===== src/rtl/phy_irq_pkg.sv =====
package phy_irq_pkg;

    localparam int FLAG_W    = 8;
    localparam int WAKE_HALF = 4;

    // flag bit positions
    localparam int F_WAKE   = 0;
    localparam int F_PAGE   = 1;
    localparam int F_PDF    = 2;
    localparam int F_LPACK  = 3;
    localparam int F_LDOWN  = 4;
    localparam int F_RFAULT = 5;
    localparam int F_RSVD   = 6;
    localparam int F_ENERGY = 7;

    // positions inside the watched level vector
    localparam int L_RF   = 0;
    localparam int L_LINK = 1;
    localparam int L_LP   = 2;
    localparam int L_PD   = 3;
    localparam int L_PG   = 4;
    localparam int L_WAKE = 5;
    localparam int L_EN   = 6;
    localparam int LVL_W  = 7;

    typedef enum logic [1:0] {
        EN_ACQUIRE = 2'd0,
        EN_PRESENT = 2'd1,
        EN_ABSENT  = 2'd2
    } energy_state_e;

    typedef enum logic {
        FL_IDLE    = 1'b0,
        FL_LATCHED = 1'b1
    } flag_state_e;

    function automatic logic set_event(input int idx,
                                       input logic [LVL_W-1:0] rise,
                                       input logic [LVL_W-1:0] fall);
        logic r;
        case (idx)
            F_WAKE:   r = rise[L_WAKE];
            F_PAGE:   r = rise[L_PG];
            F_PDF:    r = rise[L_PD];
            F_LPACK:  r = rise[L_LP];
            F_LDOWN:  r = fall[L_LINK];
            F_RFAULT: r = rise[L_RF];
            F_ENERGY: r = rise[L_EN];
            default:  r = 1'b0;
        endcase
        return r;
    endfunction

    function automatic logic clr_event(input int idx,
                                       input logic [LVL_W-1:0] fall,
                                       input logic rd1,
                                       input logic rd6,
                                       input logic rd29,
                                       input logic renego);
        logic r;
        case (idx)
            F_WAKE:   r = fall[L_WAKE] | rd29;
            F_PAGE:   r = fall[L_PG] | rd6 | rd29 | renego | fall[L_LINK];
            F_PDF:    r = fall[L_PD] | rd6 | rd29 | renego | fall[L_LINK];
            F_LPACK:  r = fall[L_LP] | rd29;
            F_LDOWN:  r = rd1 | rd29;
            F_RFAULT: r = fall[L_RF] | rd1 | rd29;
            F_ENERGY: r = fall[L_EN] | rd29;
            default:  r = 1'b0;
        endcase
        return r;
    endfunction

    function automatic logic src_active(input int idx,
                                        input logic [LVL_W-1:0] lvl);
        logic r;
        case (idx)
            F_WAKE:   r = lvl[L_WAKE];
            F_PAGE:   r = lvl[L_PG];
            F_PDF:    r = lvl[L_PD];
            F_LPACK:  r = lvl[L_LP];
            F_LDOWN:  r = ~lvl[L_LINK];
            F_RFAULT: r = lvl[L_RF];
            F_ENERGY: r = lvl[L_EN];
            default:  r = 1'b0;
        endcase
        return r;
    endfunction

endpackage


===== src/rtl/irq_edge_det.sv =====
module irq_edge_det #(
    parameter int W = 7
) (
    input  logic         clk,
    input  logic         rst,
    input  logic [W-1:0] lvl,
    output logic [W-1:0] rise,
    output logic [W-1:0] fall
);

    logic [W-1:0] prev_q;
    logic         primed_q;

    // the first cycle after reset only captures the levels
    always_ff @(posedge clk) begin
        if (rst) begin
            prev_q   <= '0;
            primed_q <= 1'b0;
        end else begin
            prev_q   <= lvl;
            primed_q <= 1'b1;
        end
    end

    assign rise = primed_q ? (lvl & ~prev_q) : '0;
    assign fall = primed_q ? (~lvl & prev_q) : '0;

endmodule


===== src/rtl/irq_energy_fsm.sv =====
module irq_energy_fsm
    import phy_irq_pkg::*;
#(
    parameter int ACQ_CYCLES = 250000
) (
    input  logic clk,
    input  logic rst,
    input  logic sig,
    output logic energy_on
);

    localparam int CNT_W = $clog2(ACQ_CYCLES + 1);
    localparam logic [CNT_W-1:0] LIMIT = CNT_W'(ACQ_CYCLES - 1);

    energy_state_e state_q, state_d;
    logic [CNT_W-1:0] cnt_q;
    logic timeout;

    assign timeout = (cnt_q == LIMIT);

    // state register
    always_ff @(posedge clk) begin
        if (rst) begin
            state_q <= EN_ACQUIRE;
            cnt_q   <= '0;
        end else begin
            state_q <= state_d;
            if (state_q == EN_ACQUIRE && !timeout)
                cnt_q <= cnt_q + 1'b1;
        end
    end

    // transitions
    always_comb begin
        state_d = state_q;
        unique case (state_q)
            EN_ACQUIRE: begin
                if (sig)          state_d = EN_PRESENT;
                else if (timeout) state_d = EN_ABSENT;
            end
            EN_PRESENT: if (!sig) state_d = EN_ABSENT;
            EN_ABSENT:  if (sig)  state_d = EN_PRESENT;
            default:              state_d = EN_ACQUIRE;
        endcase
    end

    // outputs
    always_comb begin
        unique case (state_q)
            EN_ACQUIRE: energy_on = 1'b1;
            EN_PRESENT: energy_on = 1'b1;
            EN_ABSENT:  energy_on = 1'b0;
            default:    energy_on = 1'b1;
        endcase
    end

    a_r7_timeout_drops: assert property (@(posedge clk) disable iff (rst)
        (state_q == EN_ACQUIRE && timeout && !sig) |=> !energy_on);

    a_r7_signal_restores: assert property (@(posedge clk) disable iff (rst)
        sig |=> energy_on);

endmodule


===== src/rtl/irq_flag_cell.sv =====
module irq_flag_cell
    import phy_irq_pkg::*;
#(
    parameter bit RST_VAL = 1'b0
) (
    input  logic clk,
    input  logic rst,
    input  logic set_ev,
    input  logic clr_ev,
    input  logic alt_mode,
    input  logic w1c,
    input  logic src_act,
    output logic flag
);

    flag_state_e state_q, state_d;
    logic drop;

    // a clear valid for the active scheme
    assign drop = alt_mode ? (w1c && !src_act) : clr_ev;

    always_ff @(posedge clk) begin
        if (rst) state_q <= RST_VAL ? FL_LATCHED : FL_IDLE;
        else     state_q <= state_d;
    end

    always_comb begin
        state_d = state_q;
        unique case (state_q)
            FL_IDLE:    if (set_ev)          state_d = FL_LATCHED;
            FL_LATCHED: if (drop && !set_ev) state_d = FL_IDLE;
            default:                         state_d = FL_IDLE;
        endcase
    end

    always_comb begin
        unique case (state_q)
            FL_LATCHED: flag = 1'b1;
            default:    flag = 1'b0;
        endcase
    end

    a_r9_set_wins: assert property (@(posedge clk) disable iff (rst)
        set_ev |=> flag);

    a_r2_primary_clear: assert property (@(posedge clk) disable iff (rst)
        (!alt_mode && clr_ev && !set_ev) |=> !flag);

    a_r10_alt_keeps_active: assert property (@(posedge clk) disable iff (rst)
        (alt_mode && flag && src_act) |=> flag);

    a_r11_primary_ignores_write: assert property (@(posedge clk) disable iff (rst)
        (!alt_mode && !clr_ev && flag) |=> flag);

endmodule


===== src/rtl/phy_irq_ctrl.sv =====
module phy_irq_ctrl
    import phy_irq_pkg::*;
#(
    parameter int ACQ_CYCLES = 250000
) (
    input  logic              clk,
    input  logic              rst,
    input  logic              rfault_i,
    input  logic              link_i,
    input  logic              lp_ack_i,
    input  logic              pd_fault_i,
    input  logic              page_rx_i,
    input  logic              energy_sig_i,
    input  logic [7:0]        wake_ctl_i,
    input  logic              rd_reg1_i,
    input  logic              rd_reg6_i,
    input  logic              rd_reg29_i,
    input  logic              restart_an_i,
    input  logic              alt_mode_i,
    input  logic [FLAG_W-1:0] mask_i,
    input  logic              w1c_i,
    input  logic [FLAG_W-1:0] w1c_data_i,
    output logic [FLAG_W-1:0] flags_o,
    output logic              energy_on_o,
    output logic              irq_o
);

    logic             wake_term;
    logic [LVL_W-1:0] lvl, rise, fall;

    assign wake_term = |(wake_ctl_i[2*WAKE_HALF-1:WAKE_HALF] & wake_ctl_i[WAKE_HALF-1:0]);

    irq_energy_fsm #(.ACQ_CYCLES(ACQ_CYCLES)) u_energy (
        .clk       (clk),
        .rst       (rst),
        .sig       (energy_sig_i),
        .energy_on (energy_on_o)
    );

    always_comb begin
        lvl         = '0;
        lvl[L_RF]   = rfault_i;
        lvl[L_LINK] = link_i;
        lvl[L_LP]   = lp_ack_i;
        lvl[L_PD]   = pd_fault_i;
        lvl[L_PG]   = page_rx_i;
        lvl[L_WAKE] = wake_term;
        lvl[L_EN]   = energy_on_o;
    end

    irq_edge_det #(.W(LVL_W)) u_edges (
        .clk  (clk),
        .rst  (rst),
        .lvl  (lvl),
        .rise (rise),
        .fall (fall)
    );

    for (genvar i = 0; i < FLAG_W; i++) begin : g_flag
        if (i == F_RSVD) begin : g_rsvd
            assign flags_o[i] = 1'b0;
        end else begin : g_cell
            logic s_ev, c_ev, s_act;
            assign s_ev  = set_event(i, rise, fall);
            assign c_ev  = clr_event(i, fall, rd_reg1_i, rd_reg6_i, rd_reg29_i, restart_an_i);
            assign s_act = src_active(i, lvl);

            irq_flag_cell #(.RST_VAL((i == F_ENERGY) ? 1'b1 : 1'b0)) u_cell (
                .clk      (clk),
                .rst      (rst),
                .set_ev   (s_ev),
                .clr_ev   (c_ev),
                .alt_mode (alt_mode_i),
                .w1c      (w1c_i & w1c_data_i[i]),
                .src_act  (s_act),
                .flag     (flags_o[i])
            );
        end
    end

    assign irq_o = |(flags_o & mask_i);

    a_r8_no_mask_quiet: assert property (@(posedge clk) disable iff (rst)
        (mask_i == '0) |-> !irq_o);

    a_r3_link_loss_sets: assert property (@(posedge clk) disable iff (rst)
        (!$past(rst) && $fell(link_i)) |=> flags_o[F_LDOWN]);

    a_r5_link_loss_clears: assert property (@(posedge clk) disable iff (rst)
        (!$past(rst) && $fell(link_i) && !alt_mode_i && $past(pd_fault_i) && pd_fault_i)
        |=> !flags_o[F_PDF]);

    a_r1_reserved_low: assert property (@(posedge clk) disable iff (rst)
        $rose(flags_o[F_RFAULT]) |-> !flags_o[F_RSVD]);

endmodule


===== config.mk =====
export PLATFORM = sky130hd
export DESIGN_NAME = phy_irq_ctrl
export DESIGN_NICKNAME = d
export VERILOG_FILES = /design/src/rtl/phy_irq_pkg.sv /design/src/rtl/irq_edge_det.sv /design/src/rtl/irq_energy_fsm.sv /design/src/rtl/irq_flag_cell.sv /design/src/rtl/phy_irq_ctrl.sv
export SDC_FILE = /design/constraint.sdc
export NUM_CORES = 1
export LEC_CHECK = 0
export ABC_AREA = 1
export CAP_MARGIN = 15
export CORE_MARGIN = 2
export CORE_UTILIZATION = 45
export DETAILED_ROUTE_END_ITERATION = 7
export PLACE_DENSITY = 0.76
export SLEW_MARGIN = 0
export SYNTH_ARGS = -nofsm -noshare
export SYNTH_HDL_FRONTEND = slang
export SYNTH_SLANG_ARGS = --single-unit

===== constraint.sdc =====
create_clock -name clk -period 1.45 [get_ports clk]
set_clock_uncertainty 0.05 [all_clocks]
set_input_delay 0.145 -clock clk [delete_from_list [all_inputs] [get_ports clk]]
set_output_delay 0.145 -clock clk [all_outputs]
set_load 0.05 [all_outputs]

Word-level counts from Yosys, hierarchy flattened:

Cells that the tools add are included.

* input bits: 38
* register bits: 35
* word-level logic and storage cells: 128
* output and inout bits: 10

* $add $sub $neg: 1
* reductions and logical operators: 32
* equal/unequal tests: 6
* multiplexer cells: 44
* bitwise logic cells: 34

Operator list (number)
* 1-bit two-way mux: 30
* 18-bit by 1-bit adder with 18-bit output, second input constant: 1
* 18-bit == test, second input constant: 1
* 1-bit logical AND: 15
* 7-bit bitwise AND: 2
* 7-bit two-way mux: 2
* 7-bit inverter: 2
* 1-bit bitwise OR: 14
* 1-bit case mux with 2 select lines: 7
* 1-bit logical NOT: 13
* 8-bit bitwise AND: 1
* 2-bit two-way mux: 4
* 8-bit OR reduction: 1
* 1-bit bitwise AND: 7
* 1-bit inverter: 7
* 2-bit case mux with 3 select lines: 1
* 4-bit bitwise AND: 1
* 2-bit inequality test, second input constant: 2
* 4-bit OR reduction: 1
* 3-bit by 2-bit inequality test with 1-bit output, second input constant: 1
* 3-bit AND reduction: 1
* 2-bit by 1-bit == test with 1-bit output, second input constant: 1
* 2-bit == test, second input constant: 1
* 2-bit logical NOT: 1

Depth between registers and ports, before layout:

* depth in word-level cells: 13
* gate-level depth with buffers: 9
* depth with buffers taken out: 9

Hierarchy:

Synthesis repeated with hierarchy kept, for this count alone.

* cells, all modules: 366
* area, all modules: 2274.7 um2

By module, submodules not included
* irq_energy_fsm: instances 1, area an instance 1322.5 um2, cells an instance 210, sequential area each 400.4 um2
* irq_flag_cell at g_flag[0].g_cell.u_cell ...: instances 6, area an instance 61.3 um2, cells an instance 8, sequential area each 20.0 um2
* irq_edge_det: instances 1, area an instance 337.8 um2, cells an instance 53, sequential area each 160.2 um2
* phy_irq_ctrl: instances 1, area an instance 197.7 um2, cells an instance 47, sequential area each 0.0 um2
* irq_flag_cell at g_flag[7].g_cell.u_cell: instances 1, area an instance 48.8 um2, cells an instance 8, sequential area each 20.0 um2

Worst setup path after synthesis:

OpenSTA, ideal clock, no wires.

* path type: register to register
* start: register u_energy.cnt_q[0]
* end: register u_energy.cnt_q[9]
* arrival: 1265 ps
* path buffers: 1
* period minus slack after synthesis: 1453 ps
* setup time: 138 ps
* cell stages (with the launch flop): 10
* path slack: -3 ps
* required time: 1262 ps
* path through: dfxtp_1 -> ha_1 -> nand3_2 -> inv_2 -> nand3_2 -> nor2_4 -> nor2_8 -> buf_6 -> nand2_1 -> a21oi_2

* longest elaborated chain between the ends: 3
* elaborated cells between the ends (all ways): 4
* those cells by class: 1 x add/sub; 1 x eq/ne; 2 x reduce/logical

Ends and longest elaborated chain
* start, declared: RTL line irq_energy_fsm.sv:16 `logic [CNT_W-1:0] cnt_q;`
* start signal, assigned: RTL line irq_energy_fsm.sv:29 `cnt_q <= cnt_q + 1'b1;`
* parallel branches: the longest is 3 deep, another holds 18-bit by 1-bit adder with 18-bit output

Parallel ways; which one is timed is not known.
A chain may end at the register's enable or synchronous reset.

Final worst setup path:

* start: register u_energy.cnt_q[1]
* end: register u_energy.cnt_q[15]

Same word-level chain as after synthesis.

==> impl_metrics.toml <==
[run_status]
status = "complete, but fails checks"
failed_checks = "negative setup slack"

[placement]
dpl.hpwl_um = 3570
gp_congestion = 0.923
portBuffers = 44
placedInstanceArea_um2 = 2630

[clock_tree]
htree_levels = 2
clk_path_buf_depth = 2
cts_buffers = 5
clock-sinks = 35
ctsRootBufferMaster = "clkbuf_8"
clkTransAtPathRegs_ns = 0.07
cts_tree = "yes"
worstSkewPairLatency_ns = 0.29

[routing]
routed_wl_um = 5220
drc = 0
avgViaCountPerCell = 4.92
wl_per_cell_um = 12.4
vias = 2067
first_pass_iters = 4
antenna_left = 0
drtIter0Drc = 76

[synthesis]
synth_top_area_frac = 0.340
syn_area_um2 = 2060
avgSynthCellArea_um2 = 6.70
synth_edf_count = 0
yosysMostFrequentCell = "nand2_1"
synth_largest_area_cell = "dfxtp_1"
ys_top_cells_by_area = "dfxtp_1, nand2_1, nor2_1, nand3_1, inv_1"
synth_cells = 308
ys_seq_area_frac = 0.340
synth-async-reset-ratio = 0
synth.yosys.warnings = 0
ys.flop_type = "dfxtp_1"
netlist_top_cells_count = "nand2_1, nor2_1, dfxtp_1, inv_1, nand3_1"
ys_types = 32
syn_nets = 347
ys_ff_latch = 35

[finish]
antenna_cells = 0
stdcell_area_um2 = 2980
drive_gt1_frac = 0.283
syn_to_final_growth_pct = 44.2
n_fill_cell = 356
fin_nets = 406

[timing]
whs_ns = 0.382
fin_crit_sh = 1.04
hold_violations = 0
period_needed_ns = 1.51
layout_setup_ws_ns = -0.0587
finalSetupViolCount = 14
rsz0062_at_grt = "true"
final_max_slew_viol_count = 0
fmax_mhz = 663

[critical_path]
cp-end-kind = "flop"
worst_ep_required_time_ns = 1.58
reg2reg_depth = 9
path_buf_inv = 2
slowest_stage = "dfxtp_2"
cp_cell_sequence = "ha_4 -> nand3_4 -> inv_4 -> nand3_4 -> nor2_4 -> buf_4 -> nor2_4 -> nand2_1 -> a21oi_2"
crit_arrival_ns = 1.64
cp_max_fo = 5
path_class = "flop to flop"
critPathMaxStageDelay_ns = 0.36
cp-start-kind = "flop"
timing.rr.start = "u_energy.cnt_q[1]"
regToRegSetupSlack_ns = -0.06
timing.rr.end = "u_energy.cnt_q[15]"
crit_family = "simple AND/OR/NAND/NOR gates"

[floorplanning]
pin_count = 48
die_height_um = 71.7
dieArea_um2 = 5140
num_rows = 24
coreArea_um2 = 4380
initial_utilization = 0.471
die_w_um = 71.7

[grt]
grt_max_degree = 20
grt_overflow = 0
grt_pass1_vias = 1864
grtUsageTotal = 0.203
grt_pass1_wl_um = 8110
antenna_found_initial = 0

[pwr]
leakage_uw = 0.00122
powerDensity_nw_per_um2 = 802
vdd_drop_max_mv = 0.511

[worst_hold_path]
holdPathStages = 3
hp-start = "energy_sig_i"
holdPathEnd = "u_energy.state_q[0]"
hp-class = "primary input to flop"

[flow_run]
maxCapViolations = 0
stage by stage:
| step | total power (uW) | setup slack, ns | std cells | utilization | TNS, ns |
|---|---|---|---|---|---|
| 4_1_cts | 2390 | -0.0108 | 413 | 0.637 | -0.0293 |
| 6_report | 2390 | -0.0587 | 420 | 0.679 | -0.563 |
| 2_1_floorplan | 1270 | 0.00924 | 308 | - | 0 |
| 3_3_place_gp | 1440 | -0.00403 | 403 | 0.600 | -0.00403 |
| 3_5_place_dp | 1450 | -0.00113 | 403 | 0.600 | -0.00236 |
| 5_1_grt | 2500 | -0.132 | 420 | 0.679 | -1.72 |
final cells by class:
class,count,area [um2],area share
clock buffer,6,82.6,0.0278
clock inverter,2,35.0,0.0118
inverter,35,134,0.0450
multi-input combinational,225,1260,0.423
sequential,35,718,0.241
tap,52,65.1,0.0219
timing repair buffer,65,683,0.230
routing by layer:
metal	wire length, um	GRT usage
met2	2600	0.345
met4	119	0.0922
met1	2170	0.236
met5	0	0
met3	339	0.0563
cell families (layout without fill, tap and decap cells):
family	after synthesis	in the layout	synth area share
buffers and inverters	50	108	0.118
AO/OA/AOI/OAI	33	33	0.102
XOR/XNOR	7	7	0.0297
AND/OR/NAND/NOR	181	183	0.403
flip-flops	35	35	0.340
adder cells (fa/ha/maj)	1	1	0.00606
other	1	1	0.00182
timing repair:
action                     in CTS  in global routing
gates resized for setup         9                 35
hold buffers                    0                  0
buffers inserted                2                  5
pin swaps                       5                  8
cloned                          0                  2
setup endpoints to repair      11                 19
power breakdown:
group	switching (uW)	internal [uW]
clock	355	556
combinational	222	222
sequential	32.9	998
worst max path at each step:
stage | start | end | slack [ns] | depth (start not counted)
after floorplan | u_energy.cnt_q[0] | u_energy.cnt_q[9] | 0.009 | 9
after global placement | mask_i[4] | irq_o | -0.004 | 6
after detailed placement | u_energy.cnt_q[1] | u_energy.cnt_q[17] | -0.001 | 8
after CTS | g_flag[4].g_cell.u_cell.state_q | irq_o | -0.01 | 5
after global routing | u_energy.cnt_q[1] | u_energy.cnt_q[17] | -0.13 | 10
final | u_energy.cnt_q[1] | u_energy.cnt_q[15] | -0.06 | 9
placed cells by master, fill, tap and decap left out, types with 2 or more instances in the layout:
cell type        netlist  final
clkbuf_8               0      6
a21oi_2               10     12
nand2_1               89     79
xor2_1                 5      5
nand3_2                3      2
nor3_1                 5      5
buf_4                  8     20
dfxtp_1               35     23
dfxtp_2                0     11
clkdlybuf4s50_1        0     35
buf_12                 1      8
nor2_1                39     34
nand3_1               24     22
o21ai_0               12     11
nand4_1                5      5
nand2_2                4     14
buf_6                  1      2
a21oi_1                9      7
nor2_2                 5      9
inv_2                  3      2
xnor2_1                2      2
inv_1                 32     32
nand3_4                1      4
nor2_4                 2      5
worst register-to-register path, cell delays in order, from the launching register on:
cell     delay (ns)
dfxtp_2        0.36
ha_4           0.15
nand3_4        0.10
inv_4          0.10
nand3_4        0.08
nor2_4         0.21
buf_4          0.16
nor2_4         0.05
nand2_1        0.10
a21oi_2        0.05
sequential cells by signal, indices dropped and copies added (netlist names):
register	flops
u_energy.cnt_q	18
u_edges.primed_q	1
u_edges.prev_q	7
g_flag.g_cell.u_cell.state_q	7
u_energy.state_q	2
No activity file was read; power rests on OpenSTA's default activity.
